`config.mk`:
```
export PLATFORM = sky130hd
export DESIGN_NAME = ppirq_gen
export DESIGN_NICKNAME = d
export VERILOG_FILES = /design/src/rtl/ppirq_pkg.sv /design/src/rtl/ppirq_sync.sv /design/src/rtl/ppirq_edge.sv /design/src/rtl/ppirq_thresh.sv /design/src/rtl/ppirq_gen.sv
export SDC_FILE = /design/constraint.sdc
export NUM_CORES = 1
export LEC_CHECK = 0
export BUFFER_PORTS_ARGS = -buffer_cell sky130_fd_sc_hd__buf_4
export CORE_AREA = 3 3 40 42
export CTS_CLUSTER_DIAMETER = 50
export CTS_CLUSTER_SIZE = 20
export DETAILED_ROUTE_END_ITERATION = 10
export DIE_AREA = 0 0 43 45
export GPL_ROUTABILITY_DRIVEN = 0
export GPL_TIMING_DRIVEN = 1
export PLACE_DENSITY_LB_ADDON = 0.12
export SETUP_SLACK_MARGIN = 0.2
export SYNTH_ARGS = -nofsm -noshare
export SYNTH_HDL_FRONTEND = slang
export SYNTH_SLANG_ARGS = --single-unit
```
`constraint.sdc`:
```
create_clock -name clk -period 2.1 [get_ports clk]
set_clock_uncertainty 0.2 [all_clocks]
set_input_delay 0.21 -clock clk [delete_from_list [all_inputs] [get_ports clk]]
set_output_delay 0.21 -clock clk [all_outputs]
set_load 0.01 [all_outputs]
```
`src/rtl/ppirq_pkg.sv`:
```
package ppirq_pkg;

   typedef struct packed {
      logic tc;
      logic thr;
      logic flt;
      logic ack;
   } irq_src_t;

   function automatic logic irq_any(input irq_src_t s);
      return s.tc | s.thr | s.flt | s.ack;
   endfunction

endpackage

```
`src/rtl/ppirq_sync.sv`:
```
module ppirq_sync #(
   parameter int   STAGES  = 2,
   parameter logic RST_VAL = 1'b1
) (
   input  logic clk,
   input  logic rst_n,
   input  logic d,
   output logic q
);
   logic [STAGES-1:0] chain;

   initial begin
      assert (STAGES >= 2) else $error("ppirq_sync: STAGES must be at least 2");
   end

   for (genvar i = 0; i < STAGES; i++) begin : g_stage
      if (i == 0) begin : g_first
         always_ff @(posedge clk or negedge rst_n) begin
            if (!rst_n) chain[0] <= RST_VAL;
            else        chain[0] <= d;
         end
      end else begin : g_next
         always_ff @(posedge clk or negedge rst_n) begin
            if (!rst_n) chain[i] <= RST_VAL;
            else        chain[i] <= chain[i-1];
         end
      end
   end

   assign q = chain[STAGES-1];
endmodule

```
`src/rtl/ppirq_edge.sv`:
```
module ppirq_edge #(
   parameter bit   RISING = 1'b1,
   parameter logic INIT   = 1'b0
) (
   input  logic clk,
   input  logic rst_n,
   input  logic d,
   output logic evt
);
   logic prev;

   always_ff @(posedge clk or negedge rst_n) begin
      if (!rst_n) prev <= INIT;
      else        prev <= d;
   end

   if (RISING) begin : g_rise
      assign evt = d & ~prev;
   end else begin : g_fall
      assign evt = ~d & prev;
   end

   // an edge event can never repeat on the next cycle
   p_edge_once_r11: assert property (@(posedge clk) disable iff (!rst_n)
      evt |=> !evt);
endmodule

```
`src/rtl/ppirq_thresh.sv`:
```
module ppirq_thresh #(
   parameter int CNT_W = 5
) (
   input  logic             clk,
   input  logic             rst_n,
   input  logic             svc_mask,
   input  logic             dma_mode,
   input  logic             dir_rev,
   input  logic [CNT_W-1:0] wr_thresh,
   input  logic [CNT_W-1:0] rd_thresh,
   input  logic [CNT_W-1:0] fifo_used,
   input  logic [CNT_W-1:0] fifo_free,
   output logic             evt
);
   logic wr_hit, rd_hit, cond, cond_q;

   assign wr_hit = (fifo_free >= wr_thresh);
   assign rd_hit = (fifo_used >= rd_thresh);
   assign cond   = ~svc_mask & ~dma_mode & (dir_rev ? rd_hit : wr_hit);

   always_ff @(posedge clk or negedge rst_n) begin
      if (!rst_n) cond_q <= 1'b0;
      else        cond_q <= cond;
   end

   assign evt = cond & ~cond_q;

   // a held condition fires once
   p_thr_no_retrig_r6: assert property (@(posedge clk) disable iff (!rst_n)
      evt |=> !evt);
   // masked service never produces a threshold event
   p_thr_masked_r2: assert property (@(posedge clk) disable iff (!rst_n)
      svc_mask |-> !evt);
endmodule

```
`src/rtl/ppirq_gen.sv`:
```
module ppirq_gen
   import ppirq_pkg::*;
#(
   parameter int CNT_W       = 5,
   parameter int SYNC_STAGES = 2
) (
   input  logic             clk,
   input  logic             rst_n,
   input  logic             svc_mask,
   input  logic             dma_mode,
   input  logic             dir_rev,
   input  logic             err_dis,
   input  logic             ack_en,
   input  logic [CNT_W-1:0] wr_thresh,
   input  logic [CNT_W-1:0] rd_thresh,
   input  logic [CNT_W-1:0] fifo_used,
   input  logic [CNT_W-1:0] fifo_free,
   input  logic             dma_tc,
   input  logic             periph_err_n,
   input  logic             periph_ack_n,
   output logic             irq
);
   initial begin
      assert (CNT_W >= 1)       else $error("ppirq_gen: CNT_W must be positive");
      assert (SYNC_STAGES >= 2) else $error("ppirq_gen: SYNC_STAGES must be at least 2");
   end

   logic     flt_s, ack_s;
   logic     flt_fall, ack_rise, dis_fall, thr_evt;
   irq_src_t src;

   ppirq_sync #(.STAGES(SYNC_STAGES), .RST_VAL(1'b1)) u_sync_flt (
      .clk(clk), .rst_n(rst_n), .d(periph_err_n), .q(flt_s));
   ppirq_sync #(.STAGES(SYNC_STAGES), .RST_VAL(1'b1)) u_sync_ack (
      .clk(clk), .rst_n(rst_n), .d(periph_ack_n), .q(ack_s));

   ppirq_edge #(.RISING(1'b0), .INIT(1'b1)) u_edge_flt (
      .clk(clk), .rst_n(rst_n), .d(flt_s), .evt(flt_fall));
   ppirq_edge #(.RISING(1'b1), .INIT(1'b1)) u_edge_ack (
      .clk(clk), .rst_n(rst_n), .d(ack_s), .evt(ack_rise));
   ppirq_edge #(.RISING(1'b0), .INIT(1'b0)) u_edge_dis (
      .clk(clk), .rst_n(rst_n), .d(err_dis), .evt(dis_fall));

   ppirq_thresh #(.CNT_W(CNT_W)) u_thresh (
      .clk(clk), .rst_n(rst_n), .svc_mask(svc_mask), .dma_mode(dma_mode),
      .dir_rev(dir_rev), .wr_thresh(wr_thresh), .rd_thresh(rd_thresh),
      .fifo_used(fifo_used), .fifo_free(fifo_free), .evt(thr_evt));

   always_comb begin
      src.tc  = ~svc_mask & dma_mode & dma_tc;
      src.thr = thr_evt;
      src.flt = ~err_dis & (flt_fall | (dis_fall & ~flt_s));
      src.ack = ack_en & ack_rise;
   end

   always_ff @(posedge clk or negedge rst_n) begin
      if (!rst_n) irq <= 1'b0;
      else        irq <= irq_any(src);
   end

   // DMA completion while unmasked is always reported
   p_tc_r3: assert property (@(posedge clk) disable iff (!rst_n)
      (!svc_mask && dma_mode && dma_tc) |=> irq);
   // masked, with no pin source active, gives no request
   p_mask_quiet_r2: assert property (@(posedge clk) disable iff (!rst_n)
      (svc_mask && !flt_fall && !dis_fall && !ack_rise) |=> !irq);
   // enabled fault edge is reported
   p_fault_r8: assert property (@(posedge clk) disable iff (!rst_n)
      (!err_dis && flt_fall) |=> irq);
   // enabling the fault source with the fault present reports it
   p_fault_enable_r9: assert property (@(posedge clk) disable iff (!rst_n)
      (dis_fall && !flt_s) |=> irq);
   // enabled acknowledge rise is reported
   p_ack_r10: assert property (@(posedge clk) disable iff (!rst_n)
      (ack_en && ack_rise) |=> irq);
endmodule

```
## After elaboration in Yosys (flattened, before gate mapping)

Cells that the tools add are included.
Widths: inputs -> output; s select.

- Reduce and logical (&&, ||, !) cells: 0
- Shift-type cells: 0
- Div/mod/pow operators: 0
- Order comparisons: 2
- Bitwise operators: 21
- $add $sub $neg: 0
- Muxes and demuxes: 1
- Multipliers: 0
- Eq/ne operators: 0

Operator list:

| kind | number |
|---|---|
| $and 1x1->1 | 11 |
| $ge 5x5->1 | 2 |
| $not 1->1 | 6 |
| $or 1x1->1 | 4 |
| $mux 1 | 1 |

- Input port bits: 30
- Word-level logic and storage cells: 33
- Bits in read-only memories: 0
- Output and inout port bits: 1
- Bits in latches: 0
- Register bits after elaboration: 9
- Memories: 0
- RAM bits: 0

## Logic depth before layout (Yosys ltp)

- Depth after elaboration: 7
- Gate-level depth with buffers: 7
- Mapped depth without buffers: 7

## Modules after synthesis

Synthesis repeated with hierarchy kept, for this count alone.

- Cells, all modules: 54
- Area, all modules: 571.8 µm²

By module, submodules not included:

| module | seq. area each (µm²) | area each (µm²) | instances | cells an instance |
|---|---|---|---|---|
| ppirq_thresh | 25.0 | 286.5 | 1 | 38 |
| ppirq_sync | 52.6 | 52.6 | 2 | 2 |
| ppirq_edge at u_edge_ack ... | 26.3 | 40.0 | 2 | 2 |
| ppirq_gen | 25.0 | 61.3 | 1 | 6 |
| ppirq_edge at u_edge_dis | 25.0 | 38.8 | 1 | 2 |

## Worst setup path before layout

OpenSTA, ideal clock, no wires.

- Kind: input -> register
- Start: input rd_thresh[2]
- End: register irq
- Data required time: 1758 ps
- Path slack: 624 ps
- Library setup time: 142 ps
- Cell stages on the path: 7
- Data arrival time: 1134 ps
- Path buffers: 0
- Path through: inv_1 > ha_1 > a21oi_1 > o21ai_1 > a41oi_1 > a211o_1 > o2111ai_2

- Cells in the longest elaborated chain, start to end: 7

Ends and longest elaborated chain:

| what | RTL line | RTL |
|---|---|---|
| from (decl) | ppirq_gen.sv:15 | `input logic [CNT_W-1:0] rd_thresh,` |
| $ge 5x5->1 | ppirq_thresh.sv:18 | `assign rd_hit = (fifo_used >= rd_thresh);` |
| $mux 1 | ppirq_thresh.sv:19 | `assign cond = ~svc_mask & ~dma_mode & (dir_rev ? rd_hit : wr_hit);` |
| $and 1x1->1 | ppirq_thresh.sv:19 |  |
| $and 1x1->1 | ppirq_thresh.sv:26 | `assign evt = cond & ~cond_q;` |
| $or 1x1->1 (3 in series) | ppirq_pkg.sv:11 | `return s.tc \| s.thr \| s.flt \| s.ack;` |
| to (signal assigned) | ppirq_gen.sv:58 | `else irq <= irq_any(src);` |
| to (decl) | ppirq_gen.sv:21 | `output logic irq` |

Every way passes these cells.

## Worst setup path after layout

Same ends and word-level chain as after synthesis.

==> impl_metrics.json <==
{
  "grt_max_degree": 10,
  "clk_latency_ns": 0.25,
  "dr.pass1.iters": 2,
  "outcome": "finished clean",
  "p_per_area_nw_per_um2": 501,
  "vias_per_cell": 4.62,
  "worst_slew_pin_slew_ns": 0.263,
  "syn-cell-area_um2": 526,
  "synth_fp_nets": 91,
  "tns_ns": 0,
  "hold_viol": 0,
  "rows": 13,
  "synthTopCellsByArea": "dfstp_2, ha_1, dfrtp_1, inv_1, a21oi_1",
  "max_stage_delay_ns": 0.29,
  "post_drt_wl_per_cell_um": 9.67,
  "layout.nets": 130,
  "synth_warnings": 0,
  "fin_util_pct": 65.0,
  "grt.total_usage_pct": 12.3,
  "crit_type": "in2reg",
  "synth_cell_types": 17,
  "layout_min_cycle_time_ns": 1.36,
  "p_leak_uw": 0.000448,
  "maxCapViolations": 0,
  "grt.overflow.total": 0,
  "setup_viol": 0,
  "crit_chain": "buf_4 -> inv_1 -> ha_1 -> a21oi_1 -> o21ai_1 -> a41oi_1 -> a211o_1 -> o2111ai_2",
  "maxSlewHeadroom_pct": 82.4,
  "hpwl_um": 837,
  "slowest_stage": "ha_1",
  "worstPathArrival_ns": 1.29,
  "die_x_um": 43,
  "ys_seq_area_share_pct": 44.3,
  "h-tree-depth": 1,
  "final_layout_size_suffix_gt1_share_pct": 44.9,
  "register_area_um2": 233,
  "die_h_um": 45,
  "wirelength_um": 1010,
  "rsz0062_at_grt": "false",
  "route.detailed.drc": 0,
  "syn-instance-count": 51,
  "dieArea_um2": 1940,
  "critPathMaxFanout": 2,
  "peakVddDrop_mv": 0.541,
  "yosys.area.top_type": "dfstp_2",
  "core_area_um2": 1280,
  "clkTransAtPathRegs_ns": 0.06,
  "n_antenna_cell": 0,
  "vias": 480,
  "postRouteAntennaNets": 0,
  "synth_seq_cells": 9,
  "final.fill_count": 109,
  "multi_input_area_um2": 251,
  "ios": 31,
  "synth_top_area_share_pct": 30.0,
  "slew_violations": 0,
  "hp-class": "in2reg",
  "finalCritPeriodShare_pct": 64.9,
  "grt_antenna_before_repair": 0,
  "dr.first_iter.drc_count": 9,
  "area_growth_pct": 59.0,
  "end_kind": "flop",
  "cts.sinks": 9,
  "worstPathRequired_ns": 2.02,
  "tritoncts": "built",
  "initial_utilization_pct": 40.9,
  "start_kind": "input pin",
  "grt_pass1_wl_um": 1750,
  "cts_setup_buffers": 0,
  "numCtsBuffers": 3,
  "syn_area_per_cell_um2": 10.3,
  "root_buffer": "clkbuf_4",
  "fmax_mhz": 734,
  "io_buffers": 30,
  "clockBufferDepth": 2,
  "first_global_vias": 476
}
flip-flops by register name, summed over array words and instances (netlist names):
register          cells
irq                   1
u_edge_ack.prev       1
u_edge_dis.prev       1
u_edge_flt.prev       1
u_sync_ack.chain      1
u_sync_ack.q          1
u_sync_flt.chain      1
u_sync_flt.q          1
u_thresh.cond_q       1
cells in the mapped netlist, drive strengths merged:
cell type / number
o2111ai: 1
nand3: 1
o21ai: 3
nor2: 2
dfrtp: 3
dfstp: 6
a211o: 1
a41oi: 1
nand2: 4
ha: 10
nor2b: 2
a211oi: 1
inv: 11
a311oi: 1
a21oi: 3
nand3b: 1
worst paths after layout:
check                           depth (start not counted)           startpoint  slack, ns                   to
worst max-delay path                                    8         rd_thresh[2]       0.74                  irq
worst min register to register                          0  u_sync_ack.chain[0]       0.16         u_sync_ack.q
min in group asynchronous                               2                rst_n       0.11      u_edge_dis.prev
worst max register to register                          3         u_sync_flt.q       0.98                  irq
max in group asynchronous                               2                rst_n       1.38  u_sync_ack.chain[0]
worst min-delay path                                    3               dma_tc       0.03                  irq
logic make-up (layout without fill, tap and decap cells):
logic type / after synthesis / in the layout / share of synthesized area (%)
adders and majority gates: 10 / 10 / 23.8
buffers and inverters: 11 / 49 / 7.86
DFF: 9 / 9 / 44.3
and+or+nand+nor: 10 / 10 / 9.05
AOI/OAI and AO/OA: 11 / 11 / 15.0
power breakdown:
part | total (uW) | switching [uW] | leakage (uW) | internal, uW
logic | 98.3 | 35.8 | 0.000333 | 62.4
registers | 192 | 3.21 | 0.000100 | 189
clock network | 128 | 55.6 | 0.0000150 | 72.9
placed cells by master, fill, tap and decap left out, types with 2 or more instances in the layout:
master         count
a21oi_1            3
buf_4             30
clkbuf_4           3
dfrtp_1            3
dfstp_2            6
dlygate4sd3_1      4
ha_1              10
inv_1             11
nand2_1            4
nor2_1             2
nor2b_1            2
o21ai_1            2
timing repair:
| item | CTS | global route |
|---|---|---|
| hold buffers | 4 | 0 |
| gates resized for setup | 0 | 0 |
| hold endpoints to repair | 12 | 0 |
critical path: cells and delay by family:
kind | cells | cell delay, ns
buf+inv | 2 | 0.11
compound gates | 5 | 0.67
fa+ha+maj | 1 | 0.29
stage by stage:
step                std cells  cell area [um^2]  setup WS, ns  hold slack, ns  total power [uW]
floorplan                  51               526         0.624          -0.286               232
detailed placement         96               769         0.453          -0.165               289
global placement           96               769         0.484          -0.165               287
global route              104               836         0.636          0.0505               453
finish                    104               836         0.737          0.0339               419
CTS                       104               836         0.730          0.0306               427
cell type report:
| class | count | share of cell area, % |
|---|---|---|
| repair buffers | 34 | 31.7 |
| multi-input cells | 31 | 30.1 |
| flip-flops and latches | 9 | 27.8 |
| inverters | 11 | 4.94 |
| clock buffers | 4 | 3.14 |
| well taps | 15 | 2.25 |
metal layers:
metal	wire [um]	global-route usage [%]	up-vias	part of all wire (%)
met5	0	0	-	0
met4	0	1.81	0	0
met3	134	7.57	0	13
met2	479	19.8	25	48
met1	393	14.5	205	39
li1	-	-	250	-
(Power assumes the default switching activity.)
